===== src/rtl/rngif_pkg.sv =====
package rngif_pkg;
  // byte offsets that software and the test mode rely on
  localparam int OFS_WORD0 = 'h00;
  localparam int OFS_STAT  = 'h10;
  localparam int OFS_CTRL  = 'h14;
  localparam int OFS_CFG   = 'h18;
  localparam int OFS_REV   = 'h7C;

  localparam int EVT_N     = 7;    // status bits 7:1
  localparam int CTRL_EN   = 10;
  localparam int CTRL_TEST = 8;
  localparam int STAT_LATE = 8;
  localparam logic [31:0] CTRL_KEEP = 32'h0000_05FE;

  // refill window is open once the elapsed count reaches the minimum
  function automatic logic pace_open(input logic [31:0] elapsed, input logic [31:0] min_c);
    return elapsed >= min_c;
  endfunction

  function automatic logic irq_of(input logic [EVT_N-1:0] evt, input logic [EVT_N-1:0] ie);
    return |(evt & ie);
  endfunction
endpackage


===== src/rtl/rngif_pacer.sv =====
module rngif_pacer
  import rngif_pkg::*;
#(
  parameter int CNT_W  = 16,
  parameter int MINC_W = 8
) (
  input  logic              clk,
  input  logic              rst_n,
  input  logic              en,
  input  logic              hold,
  input  logic              restart,
  input  logic [MINC_W-1:0] min_c,
  input  logic [CNT_W-1:0]  max_c,
  input  logic              fill_done,
  input  logic              late_clr,
  output logic              open,
  output logic              late
);
  logic [CNT_W-1:0] elapsed_q;
  logic             late_set;

  assign open = en & ~hold & pace_open(32'(elapsed_q), 32'(min_c));
  assign late_set = en & ~hold & ~restart & (max_c != '0) &
                    (elapsed_q == max_c) & ~fill_done;

  always_ff @(posedge clk or negedge rst_n) begin
    if (!rst_n)                 elapsed_q <= '0;
    else if (!en || restart)    elapsed_q <= '0;
    else if (!hold && elapsed_q != '1) elapsed_q <= elapsed_q + 1'b1;
  end

  always_ff @(posedge clk or negedge rst_n) begin
    if (!rst_n)        late <= 1'b0;
    else if (late_set) late <= 1'b1;
    else if (late_clr) late <= 1'b0;
  end
endmodule


===== src/rtl/rngif_collect.sv =====
module rngif_collect #(
  parameter int DATA_W = 32,
  parameter int NWORDS = 4
) (
  input  logic                     clk,
  input  logic                     rst_n,
  input  logic                     en,
  input  logic                     ack,
  input  logic                     open,
  input  logic                     cap_v,
  input  logic [DATA_W-1:0]        cap_d,
  output logic                     fire,
  output logic                     fill_done,
  output logic                     datum_rdy,
  output logic [NWORDS*DATA_W-1:0] datum_flat
);
  localparam int IDX_W = (NWORDS > 1) ? $clog2(NWORDS) : 1;
  localparam logic [IDX_W-1:0] LAST = IDX_W'(NWORDS - 1);

  logic [IDX_W-1:0] idx_q;
  logic             take;

  assign fire      = open & cap_v;
  assign fill_done = fire & (idx_q == LAST);
  assign take      = en & ~ack & fire;

  always_ff @(posedge clk or negedge rst_n) begin
    if (!rst_n) begin
      idx_q     <= '0;
      datum_rdy <= 1'b0;
    end else if (!en || ack) begin
      idx_q     <= '0;
      datum_rdy <= 1'b0;
    end else if (fire) begin
      idx_q <= (idx_q == LAST) ? '0 : idx_q + 1'b1;
      if (idx_q == LAST) datum_rdy <= 1'b1;
    end
  end

  for (genvar g = 0; g < NWORDS; g++) begin : g_slot
    always_ff @(posedge clk or negedge rst_n) begin
      if (!rst_n)                               datum_flat[g*DATA_W +: DATA_W] <= '0;
      else if (take && idx_q == IDX_W'(g))      datum_flat[g*DATA_W +: DATA_W] <= cap_d;
    end
  end
endmodule


===== src/rtl/rngif_csr.sv =====
module rngif_csr
  import rngif_pkg::*;
#(
  parameter int DATA_W = 32,
  parameter int ADDR_W = 8,
  parameter int NWORDS = 4,
  parameter int CNT_W  = 16,
  parameter int MINC_W = 8,
  parameter logic [3:0] REV_MAJOR = 4'd1,
  parameter logic [3:0] REV_MINOR = 4'd2,
  parameter logic [3:0] REV_PATCH = 4'd3
) (
  input  logic                     clk,
  input  logic                     rst_n,
  input  logic                     wr_en,
  input  logic [ADDR_W-1:0]        addr,
  input  logic [DATA_W-1:0]        wr_data,
  input  logic [EVT_N-1:0]         health_evt,
  input  logic                     late,
  input  logic                     datum_rdy,
  input  logic [NWORDS*DATA_W-1:0] datum_flat,
  output logic [DATA_W-1:0]        rd_data,
  output logic                     en,
  output logic                     test_mode,
  output logic [MINC_W-1:0]        min_c,
  output logic [CNT_W-1:0]         max_c,
  output logic                     ack,
  output logic                     late_clr,
  output logic                     irq
);
  logic [DATA_W-1:0] ctrl_q;
  logic [EVT_N-1:0]  evt_q;
  logic [EVT_N-1:0]  evt_clr;
  logic hit_stat, hit_ctrl, hit_cfg;

  assign hit_stat = wr_en && addr == ADDR_W'(OFS_STAT);
  assign hit_ctrl = wr_en && addr == ADDR_W'(OFS_CTRL);
  assign hit_cfg  = wr_en && addr == ADDR_W'(OFS_CFG);

  assign ack       = hit_stat & wr_data[0];
  assign late_clr  = hit_stat & wr_data[STAT_LATE];
  assign evt_clr   = hit_stat ? wr_data[EVT_N:1] : '0;
  assign en        = ctrl_q[CTRL_EN];
  assign test_mode = ctrl_q[CTRL_TEST];
  assign irq       = irq_of(evt_q, ctrl_q[EVT_N:1]);

  always_ff @(posedge clk or negedge rst_n) begin
    if (!rst_n)        ctrl_q <= '0;
    else if (hit_ctrl) ctrl_q <= wr_data & DATA_W'(CTRL_KEEP);
  end

  always_ff @(posedge clk or negedge rst_n) begin
    if (!rst_n) begin
      min_c <= '0;
      max_c <= '0;
    end else if (hit_cfg) begin
      min_c <= wr_data[0 +: MINC_W];
      max_c <= wr_data[16 +: CNT_W];
    end
  end

  // sticky events: a new pulse wins over a same-cycle clear
  always_ff @(posedge clk or negedge rst_n) begin
    if (!rst_n) evt_q <= '0;
    else        evt_q <= (evt_q & ~evt_clr) | health_evt;
  end

  always_comb begin
    rd_data = '0;
    if (addr == ADDR_W'(OFS_STAT)) begin
      rd_data[0]         = datum_rdy;
      rd_data[EVT_N:1]   = evt_q;
      rd_data[STAT_LATE] = late;
    end else if (addr == ADDR_W'(OFS_CTRL)) begin
      rd_data = ctrl_q;
    end else if (addr == ADDR_W'(OFS_CFG)) begin
      rd_data[0 +: MINC_W] = min_c;
      rd_data[16 +: CNT_W] = max_c;
    end else if (addr == ADDR_W'(OFS_REV)) begin
      rd_data[27:24] = REV_MAJOR;
      rd_data[23:20] = REV_MINOR;
      rd_data[19:16] = REV_PATCH;
    end else begin
      for (int k = 0; k < NWORDS; k++)
        if (addr == ADDR_W'(OFS_WORD0 + 4 * k)) rd_data = datum_flat[k*DATA_W +: DATA_W];
    end
  end
endmodule


===== src/rtl/rngif_regs.sv =====
module rngif_regs
  import rngif_pkg::*;
#(
  parameter int DATA_W = 32,
  parameter int ADDR_W = 8,
  parameter int NWORDS = 4,
  parameter int CNT_W  = 16,
  parameter int MINC_W = 8,
  parameter logic [3:0] REV_MAJOR = 4'd1,
  parameter logic [3:0] REV_MINOR = 4'd2,
  parameter logic [3:0] REV_PATCH = 4'd3
) (
  input  logic              clk,
  input  logic              rst_n,
  input  logic              bus_wr,
  input  logic [ADDR_W-1:0] bus_addr,
  input  logic [DATA_W-1:0] bus_wdata,
  output logic [DATA_W-1:0] bus_rdata,
  input  logic              src_valid,
  input  logic [DATA_W-1:0] src_data,
  output logic              src_ready,
  input  logic [EVT_N-1:0]  health_evt,
  output logic              irq
);
  // named internal events, also watched by the bound checker
  logic                     ctl_en, ctl_test;
  logic                     ack_hit, late_clr, late_flag;
  logic                     win_open, cap_v, cap_fire, fill_done, datum_rdy;
  logic [DATA_W-1:0]        cap_d;
  logic [MINC_W-1:0]        min_c;
  logic [CNT_W-1:0]         max_c;
  logic [NWORDS*DATA_W-1:0] datum_flat;

  assign cap_v     = ctl_test ? (bus_wr && bus_addr == ADDR_W'(OFS_WORD0)) : src_valid;
  assign cap_d     = ctl_test ? bus_wdata : src_data;
  assign src_ready = win_open & ~ctl_test;

  rngif_csr #(
    .DATA_W(DATA_W), .ADDR_W(ADDR_W), .NWORDS(NWORDS), .CNT_W(CNT_W), .MINC_W(MINC_W),
    .REV_MAJOR(REV_MAJOR), .REV_MINOR(REV_MINOR), .REV_PATCH(REV_PATCH)
  ) u_csr (
    .clk(clk), .rst_n(rst_n), .wr_en(bus_wr), .addr(bus_addr), .wr_data(bus_wdata),
    .health_evt(health_evt), .late(late_flag), .datum_rdy(datum_rdy), .datum_flat(datum_flat),
    .rd_data(bus_rdata), .en(ctl_en), .test_mode(ctl_test), .min_c(min_c), .max_c(max_c),
    .ack(ack_hit), .late_clr(late_clr), .irq(irq)
  );

  rngif_pacer #(.CNT_W(CNT_W), .MINC_W(MINC_W)) u_pacer (
    .clk(clk), .rst_n(rst_n), .en(ctl_en), .hold(datum_rdy), .restart(ack_hit),
    .min_c(min_c), .max_c(max_c), .fill_done(fill_done), .late_clr(late_clr),
    .open(win_open), .late(late_flag)
  );

  rngif_collect #(.DATA_W(DATA_W), .NWORDS(NWORDS)) u_collect (
    .clk(clk), .rst_n(rst_n), .en(ctl_en), .ack(ack_hit), .open(win_open),
    .cap_v(cap_v), .cap_d(cap_d), .fire(cap_fire), .fill_done(fill_done),
    .datum_rdy(datum_rdy), .datum_flat(datum_flat)
  );
endmodule


===== config.mk =====
export PLATFORM = sky130hd
export DESIGN_NAME = rngif_regs
export DESIGN_NICKNAME = d
export VERILOG_FILES = /design/src/rtl/rngif_pkg.sv /design/src/rtl/rngif_pacer.sv /design/src/rtl/rngif_collect.sv /design/src/rtl/rngif_csr.sv /design/src/rtl/rngif_regs.sv
export SDC_FILE = /design/constraint.sdc
export NUM_CORES = 1
export LEC_CHECK = 0
export BUFFER_PORTS_ARGS = -buffer_cell sky130_fd_sc_hd__buf_4
export CAP_MARGIN = 5
export CORE_UTILIZATION = 50
export DETAILED_ROUTE_END_ITERATION = 8
export PLACE_DENSITY = 0.76
export SLEW_MARGIN = 30
export SYNTH_ARGS = -nofsm -noshare
export SYNTH_HDL_FRONTEND = slang
export SYNTH_SLANG_ARGS = --single-unit

===== constraint.sdc =====
create_clock -name clk -period 3 [get_ports clk]
set_input_delay 0.6 -clock clk [delete_from_list [all_inputs] [get_ports clk]]
set_output_delay 0.6 -clock clk [all_outputs]
set_load 0.005 [all_outputs]

==> flow_summary.yaml, run 1 <==
outcome:
  status: "finished clean"
grt:
  antenna_found_initial: 0
  grt_overflow: 0
  grt_use_met3_pct: 3.93
  grt_pass1_vias: 7175
  grt_pass1_wl_mm: 40.4
  grt_use_total_pct: 26.1
  use_met2_pct: 40.8
  top_usage_layer: "met2"
  grt_max_degree: 68
  grtUsageMet1_pct: 36.7
cells_and_area:
  n_antenna_cell: 0
  nFillCells: 1522
  final_nets: 1015
  syn_to_final_growth_pct: 21.1
  layout-drive-gt1-share_pct: 44.0
  design_area_um2: 12100
worst_setup_path:
  crit_fanout: 8
  path_class: "in2out"
  max_stage_delay_ns: 0.60
  crit_chain: "buf_4 > or4_4 > buf_12 > nor2_2 > buf_4 > a32oi_1 > o311ai_0 > buf_4"
  crit_path_frequent_cell: "buf_4"
  cp_num_buf_inv: 4
  start_kind: "input port"
  crit_arrival_ns: 2.36
  cp_top_family: "simple AND/OR/NAND/NOR gates"
  critPathSlowestCell: "or4_4"
  worst_setup_path_end_kind: "output pin"
  cp_data_required_time_ns: 2.40
sta:
  hold_ws_ns: 0.166
  report.final.hold_viol_count: 0
  tightest_slew_ns: 0.805
  max_slew_margin_pct: 45.7
  period_share_pct: 98.7
  drv_slew: 0
  finalClockSkew_ns: 0.00939
  setup_tns_ns: 0
  setup-violations-final: 0
  period_minus_slack_ns: 2.96
  fmax_ghz: 0.338
  worst_slack_ns: 0.0404
die:
  initial_core_util_pct: 51.2
  coreArea_um2: 19500
  rows: 51
  io_pins: 117
  die_x_um: 143
  fp.dieH_um: 143
  die-area_um2: 20600
synthesis:
  synth-seq-area-share_pct: 47.1
  postSynthCellCount: 783
  syn_area_um2: 10000
  ys_types: 52
  ys_warn_count: 0
  async_reset_ff_share_pct: 100
  syn_nets: 879
  synth_edf_count: 0
  synthFlopType: "dfrtp_1"
  avgSynthCellArea_um2: 12.8
  ys_ff_latch: 188
placement:
  dpl_cell_area_um2: 11500
  place_hpwl_mm: 18.1
  place.gp.congestion: 0.903
  io_buffers: 116
  place_worst_setup_slack_ns: -0.00868
clock_tree:
  cts-root-buf: "clkbuf_16"
  hold_buffers: 0
  cts.sinks: 188
  clock_latency_ns: 0.43
  cts.clk_slew.worst_paths_ns: 0.07
  cts_inserted_buffers: 17
  cts_tree: "built"
  cts_buffer_depth: 2
  cts-htree-levels: 4
worst_hold_path:
  min-delay-path-class: "in2async"
route:
  vias_per_cell: 5.79
  vias: 6916
  drtPass1Iterations: 5
  wl_per_cell_um: 21.0
  wirelength_mm: 25.1
  drc_errors: 0
  antenna_left: 0
  initialDrtViolationCount: 656
pwr:
  powerDensity_nw_per_um2: 469
  p_leak_nw: 6.09
  power_mw: 5.68
  ir_drop_v: 0.000370
flow_run:
  cap_viol_max_count: 0
routing by layer:
metal | up-vias | share of wire [%]
met5 | - | 0
met4 | 0 | 2.6
met3 | 46 | 5.0
met2 | 224 | 48
met1 | 3523 | 44
li1 | 3123 | -
flip-flops by register name, indices dropped and copies added, names as in the netlist:
register              cells
u_csr.ctrl_q              9
u_pacer.late              1
u_collect.datum_flat    128
u_csr.evt_q               7
u_collect.datum_rdy       1
u_csr.min_c               8
u_pacer.elapsed_q        16
u_csr.max_c              16
u_collect.idx_q           2
repair_timing:
action | 4_1_cts | 5_1_grt
gates cloned | 0 | 0
hold endpoints to repair | 0 | 0
setup buffers | 0 | 1
pin swaps | 0 | 1
resized for setup | 1 | 7
endpoints found under the setup margin | 1 | 11
where the power goes:
| group | internal [mW] | switching [mW] | total, mW |
|---|---|---|---|
| logic | 0.378 | 0.288 | 0.666 |
| clock network | 1.23 | 0.992 | 2.22 |
| registers | 2.68 | 0.108 | 2.79 |
placed cells by master (no fill, tap or decap), drive strengths merged, types with 6 or more instances in the layout:
master | synthesis | routed
a21oi | 23 | 23
a21o | 8 | 8
nand3 | 15 | 15
mux2i | 15 | 15
dfrtp | 188 | 188
or3 | 6 | 6
nand4 | 6 | 6
o21ai | 24 | 24
nor4 | 11 | 11
mux4 | 7 | 7
nor2b | 6 | 6
nand2 | 68 | 68
mux2 | 194 | 194
xor2 | 15 | 15
nor2 | 33 | 33
buf | 17 | 160
clkbuf | 26 | 18
a32oi | 6 | 6
ha | 13 | 13
xnor2 | 15 | 15
nor3 | 7 | 7
inv | 27 | 31
a222oi | 20 | 20
cell usage after synthesis (all sizes together) (5+ instances only):
cell type,n,area (um2)
a21o,8,60.1
nand3,15,125
a32oi,6,52.6
mux4,7,158
mux2,194,2630
nor2,33,124
clkbuf,26,97.6
inv,27,101
nor3,7,35.0
buf,17,160
nor2b,6,37.5
mux2i,15,150
nor4,11,90.1
a222oi,20,200
ha,13,163
dfrtp,188,4700
o21ai,24,120
nand4,6,37.5
nand2,68,263
xnor2,15,131
a21oi,23,126
xor2,15,131
o311ai,5,43.8
or3,6,37.5
worst reg2reg max path, cell delays in order, from the launching register on:
cell and delay (ns):
dfrtp_1 0.47, ha_1 0.32, a211oi_1 0.27, nand2_1 0.08, o41ai_1 0.27, buf_4 0.20, a21oi_4 0.06, buf_12 0.16
nand3_4 0.11, buf_12 0.20, mux2_2 0.37
stage by stage:
step                      std cells  util [%]
after global placement         1164      58.8
after floorplan                 783         -
final                          1195      62.0
after detailed placement       1164      58.8
after CTS                      1194      61.7
after global routing           1195      62.0
cell families after synthesis:
group           Yosys count  synth area share (%)
simple gates            162                  8.23
xor+xnor                 30                  2.63
compound gates          104                  7.47
fa+ha+maj                13                  1.63
buf+inv                  70                  3.59
mux                     216                  29.4
flops                   188                  47.1
path summary, 6_finish.rpt:
check | from | endpoint | slack, ns | cells after the start
worst max-delay path | bus_addr[5] | bus_rdata[3] | 0.04 | 8
worst min-delay path | rst_n | u_collect.datum_flat[6]$_DFFE_PN0P_ | 0.17 | 1
worst max register to register | u_pacer.elapsed_q[7]$_DFFE_PN0P_ | u_collect.datum_flat[33]$_DFFE_PN0P_ | 0.36 | 10
worst min register to register | u_pacer.late$_DFFE_PN0P_ | u_pacer.late$_DFFE_PN0P_ | 0.50 | 1
max in group asynchronous | rst_n | u_csr.max_c[15]$_DFFE_PN0P_ | 2.03 | 2
min in group clk | health_evt[3] | u_csr.evt_q[3]$_DFF_PN0_ | 0.34 | 2
cell type report:
cell class | instances | area [um2] | share of cell area, %
Multi-Input combinational cell | 525 | 4980 | 41.1
Sequential cell | 188 | 4710 | 38.9
Timing Repair Buffer | 160 | 1420 | 11.7
Clock buffer | 18 | 429 | 3.55
Tap cell | 265 | 332 | 2.74
Clock inverter | 12 | 141 | 1.17
Inverter | 27 | 101 | 0.837
(Power assumes the default switching activity.)
==> inputs of run 2 (changes only) <==
CTS_BUF_LIST = sky130_fd_sc_hd__clkbuf_4   (was default)
SKIP_LAST_GASP = 1   (was default)
SLEW_MARGIN = default   (was 30)
==> run 2 against run 1 <==
Register-to-register slack barely moved; design area decreased by 2.1%; cell count increased by 0.33%; die area unchanged; critical endpoint is now bus_rdata[5]; largest cell class unchanged; highest routed layer unchanged.
==> flow_summary.yaml, run 2 (same netlist as run 1, synthesis figures left out) <==
outcome:
  status: "finished clean"
sta:
  tightest_slew_ns: 0.912
  setup-violations-final: 0
  finalClockSkew_ns: 0.0218
  period_share_pct: 98.2
  fmax_ghz: 0.339
  report.final.hold_viol_count: 0
  grt_setup_unrepaired: "yes"
  hold_ws_ns: 0.215
  setup_tns_ns: 0
  worst_slack_ns: 0.0533
  max_slew_margin_pct: 38.6
  period_minus_slack_ns: 2.95
  drv_slew: 0
placement:
  place.gp.congestion: 0.903
  dp.cells: 1164
  place_worst_setup_slack_ns: -0.00868
  place_hpwl_mm: 18.1
  io_buffers: 116
grt:
  grt_pass1_wl_mm: 40.1
  antenna_found_initial: 1
  grt_pass1_vias: 7153
  grt_overflow: 0
  grt_max_degree: 68
  grt_use_total_pct: 25.8
route:
  initialDrtViolationCount: 632
  antenna_left: 0
  vias_per_cell: 5.79
  wl_per_cell_um: 20.8
  drtPass1Iterations: 7
  wirelength_mm: 24.9
  drc_errors: 0
  vias: 6946
cells_and_area:
  syn_to_final_growth_pct: 18.6
  layout-drive-gt1-share_pct: 44.5
  nFillCells: 1553
  final_common_cell: "dfrtp_1"
  regMostFlops: "u_collect.datum_flat"
  layout_common_cells: "dfrtp_1 (185), buf_4 (144), mux2_4 (119), mux2_2 (75), nand2_1 (67)"
  reg_top3: "u_collect.datum_flat: 128 flops, u_csr.max_c: 16 flops, u_pacer.elapsed_q: 16 flops"
  instances_no_fill: 1199
  regArea_um2: 4710
  largest_reg_flops: 128
  final_nets: 1018
  multiInputGateArea_um2: 4990
clock_tree:
  cts_inserted_buffers: 17
  cts.sinks: 188
  cts_tree: "built"
  cts.clk_slew.worst_paths_ns: 0.14
  cts_buffer_depth: 2
  cts-htree-levels: 4
  cts-root-buf: "clkbuf_4"
  clock_latency_ns: 0.56
worst_setup_path:
  start_kind: "input port"
  crit_fanout: 8
  path_class: "in2out"
  cp_data_required_time_ns: 2.40
  worst_setup_path_end_kind: "output pin"
  crit_arrival_ns: 2.35
die:
  coreArea_um2: 19500
  io_pins: 117
  fp.dieH_um: 143
  initial_core_util_pct: 51.2
  die_x_um: 143
  die-area_um2: 20600
  rows: 51
flow_run:
  cap_viol_max_count: 0
pwr:
  p_leak_nw: 5.98
  power_mw: 4.84
  powerDensity_nw_per_um2: 408
  ir_drop_v: 0.000255
worst_hold_path:
  min-delay-path-class: "in2reg"
==> run 2: through the flow <==
| step | area (um2) | utilization, % |
|---|---|---|
| 5_1_grt | 11900 | 60.7 |
| 4_1_cts | 11800 | 60.4 |
| 3_3_place_gp | 11500 | 58.8 |
| 2_1_floorplan | 10000 | - |
| 3_5_place_dp | 11500 | 58.8 |
| 6_report | 11900 | 60.7 |
==> run 2: worst paths after layout <==
path                                             from                              endpoint  slack [ns]  depth (start not counted)
setup / recovery                          bus_addr[5]                          bus_rdata[5]        0.05                          6
max in group asynchronous                       rst_n      u_pacer.elapsed_q[6]$_DFFE_PN0P_        1.61                          3
hold reg to reg              u_pacer.late$_DFFE_PN0P_              u_pacer.late$_DFFE_PN0P_        0.52                          1
hold / removal                          health_evt[3]              u_csr.evt_q[3]$_DFF_PN0_        0.22                          2
min in group asynchronous                       rst_n   u_collect.datum_flat[6]$_DFFE_PN0P_        0.59                          2
setup reg to reg           u_csr.min_c[7]$_DFFE_PN0P_  u_collect.datum_flat[33]$_DFFE_PN0P_        0.36                         12
==> run 2: cell type report <==
class | count | area share [%]
Inverter | 27 | 0.855
Antenna cell | 1 | 0.0211
Timing Repair Buffer | 163 | 12.2
Multi-Input combinational cell | 525 | 42.1
Clock buffer | 18 | 1.14
Clock inverter | 12 | 1.19
Tap cell | 265 | 2.80
Sequential cell | 188 | 39.7
==> run 2: critical path, cell delays in order <==
cell	delay, ns
buf_4	0.13
or4_4	0.60
or3_1	0.39
a32oi_2	0.27
o311ai_0	0.19
buf_4	0.17
==> run 2: what timing repair did <==
| action | CTS | global route |
|---|---|---|
| setup buffers | 2 | 1 |
| hold buffers | 1 | 0 |
| hold endpoints to repair | 8 | 0 |
| setup endpoints to repair | 2 | 11 |
| pin swaps | 0 | 1 |
| gates resized for setup | 4 | 9 |
==> run 2: power breakdown <==
group,leakage [nW],total (mW),switching (mW),internal [mW]
registers,2.55,2.79,0.108,2.68
clock network,0.145,1.39,0.876,0.509
logic,3.28,0.669,0.290,0.379
==> run 2: routing by layer <==
layer | share of wire (%) | vias to the layer above | global-route usage, % | wire length [um]
met1 | 44 | 3526 | 36.4 | 11000
met2 | 48 | 238 | 40.4 | 12000
met4 | 2.7 | 0 | 9.41 | 669
li1 | - | 3133 | - | -
met3 | 4.8 | 49 | 3.80 | 1190
met5 | 0 | - | 0 | 0
==> inputs of run 3 (changes only) <==
--- a/config.mk
+++ b/config.mk
@@ -9,2 +9,3 @@
 export CAP_MARGIN = 5
+export CORE_ASPECT_RATIO = 0.6
 export CORE_UTILIZATION = 50
==> constraint.sdc (replaced) <==
create_clock -name clk -period 3.36 [get_ports clk]
set_input_delay 0.504 -clock clk [delete_from_list [all_inputs] [get_ports clk]]
set_output_delay 0.504 -clock clk [all_outputs]
set_load 0.005 [all_outputs]
==> run 3 against run 2 <==
Routed wire length increased by 3.3%; non-clock buffer count shrank 12; via count shrank 0.26%; clock power barely moved; power down 7.8%; critical path depth is the same; first-iteration DRC count rose by 15%; sequential share of layout area grew 0.60 points; count of clock-buffer cells in the layout decreased by 1; cell count shrank 0.83%; combinational power fell by 14%; design area down 1.5%; critical endpoint is now src_ready.
==> flow_summary.yaml, run 3 (same netlist as run 1, synthesis figures left out) <==
worst_setup_path:
  crit_fanout: 7
  path_class: "reg2out"
  r2r_start: "u_pacer.elapsed_q[3]$_DFFE_PN0P_"
  crit_arrival_ns: 2.67
  critPathLaunch: "u_pacer.elapsed_q[3]$_DFFE_PN0P_"
  start_kind: "flop"
  cp_data_required_time_ns: 2.86
  critPathSlowestCell: "dfrtp_1"
  crit_chain: "ha_1 > a211oi_1 > nand2_1 > o221ai_1 > a21oi_1 > buf_4"
  worst_setup_path_end_kind: "output pin"
  max_stage_delay_ns: 0.57
clock_tree:
  cts-htree-levels: 4
  cts.sinks: 188
  cts_buffer_depth: 2
  clock_latency_ns: 0.60
  cts-root-buf: "clkbuf_4"
  cts_inserted_buffers: 17
  cts_resized: 0
  cts.clk_slew.worst_paths_ns: 0.17
  cts_tree: "built"
sta:
  setup-violations-final: 0
  setup_tns_ns: 0
  finalClockSkew_ns: 0.0343
  tightest_slew_ns: 0.914
  grt_setup_unrepaired: "no"
  hold_ws_ns: 0.0805
  period_minus_slack_ns: 3.18
  fmax_ghz: 0.315
  report.final.hold_viol_count: 0
  period_share_pct: 94.5
  max_slew_margin_pct: 38.5
  drv_slew: 0
pwr:
  ir_drop_v: 0.000237
  powerDensity_nw_per_um2: 382
  p_leak_nw: 5.90
cells_and_area:
  reg_top3: "u_collect.datum_flat: 128 flops, u_csr.max_c: 16 flops, u_pacer.elapsed_q: 16 flops"
  layout-drive-gt1-share_pct: 42.8
  final_common_cell: "dfrtp_1"
  regMostFlops: "u_collect.datum_flat"
  final_nets: 1006
  regArea_um2: 4710
  n_antenna_cell: 0
  largest_reg_flops: 128
  syn_to_final_growth_pct: 16.8
  layout_common_cells: "dfrtp_1 (187), buf_4 (139), mux2_4 (119), mux2_2 (75), nand2_1 (67)"
  nFillCells: 1580
  multiInputGateArea_um2: 4940
grt:
  grt_use_total_pct: 26.2
  grt_pass1_vias: 7122
  grt_overflow: 0
  grt_max_degree: 59
  grt_pass1_wl_mm: 40.8
  antenna_found_initial: 0
die:
  fp.dieH_um: 112
  io_pins: 117
  initial_core_util_pct: 51.7
  rows: 39
  coreArea_um2: 19300
  die_x_um: 185
  die-area_um2: 20600
route:
  vias_per_cell: 5.83
  drtPass1Iterations: 8
  initialDrtViolationCount: 728
  vias: 6928
  wirelength_mm: 25.7
  antenna_left: 0
  drc_errors: 0
  wl_per_cell_um: 21.6
outcome:
  status: "finished clean"
placement:
  place_hpwl_mm: 18.1
  io_buffers: 116
  place.gp.congestion: 0.899
worst_hold_path:
  min-delay-path-class: "in2reg"
  worstHoldStart: "health_evt[6]"
flow_run:
  cap_viol_max_count: 0
## run 3: cell count changes in the layout (fill, tap and decap cells not counted), moves of 3 or more
cell        delta
buf_12         -7
buf_4          -5
inv_8          +4
clkinvlp_4     -3
o311ai_0       +3
o311ai_1       -3
## run 3: timing repair
item,in CTS,in global routing
endpoints found under the hold margin,55,0
hold buffers,1,0
buffers inserted,0,0
## run 3: per-layer routing
layer / up-vias / GRT usage [%] / part of all wire [%]
met5: - / 0 / 0
met4: 0 / 6.22 / 1.6
met3: 32 / 5.33 / 7.6
met2: 302 / 38.0 / 43
met1: 3499 / 40.2 / 47
li1: 3095 / - / -
## run 3: per-stage QoR
step	instances	power, mW	utilization [%]	worst slack [ns]	instance area [um2]
finish	1189	4.46	60.4	0.184	11700
global route	1189	4.63	60.4	0.0744	11700
CTS	1189	4.48	60.4	0.204	11700
detailed placement	1156	3.11	58.7	0.347	11300
global placement	1156	3.09	58.7	0.398	11300
floorplan	783	2.85	-	0.695	10000
## run 3: worst paths after layout
kind | end | slack, ns | cells after the start
max | src_ready | 0.18 | 6
min | u_csr.evt_q[6]$_DFF_PN0_ | 0.08 | 2
max reg2reg | u_collect.datum_flat[34]$_DFFE_PN0P_ | 0.47 | 8
min reg2reg | u_pacer.late$_DFFE_PN0P_ | 0.52 | 1
max in group asynchronous | u_collect.datum_flat[79]$_DFFE_PN0P_ | 2.02 | 3
min in group asynchronous | u_csr.ctrl_q[4]$_DFFE_PN0P_ | 0.45 | 2
## run 3: area by class of cell
class                      count  area share (%)
inverter                      27           0.868
clock inverter                15            1.70
clock buffer                  17            1.09
multi-input combinational    525            42.3
timing repair buffer         151            10.8
sequential                   188            40.3
tap                          266            2.85
## run 3: worst max-delay path: cells and delay by family, from the launching register on
family | cells | cell delay (ns)
buffers and inverters | 1 | 0.19
adders and majority gates | 1 | 0.32
and+or+nand+nor | 1 | 0.08
DFF | 1 | 0.57
AOI/OAI and AO/OA | 3 | 0.93
## run 3: where the power goes
group / internal, mW / total (mW) / switching (mW)
sequential: 2.39 / 2.49 / 0.101
clock: 0.489 / 1.39 / 0.904
combinational: 0.328 / 0.577 / 0.248
total: 3.21 / 4.46 / 1.25
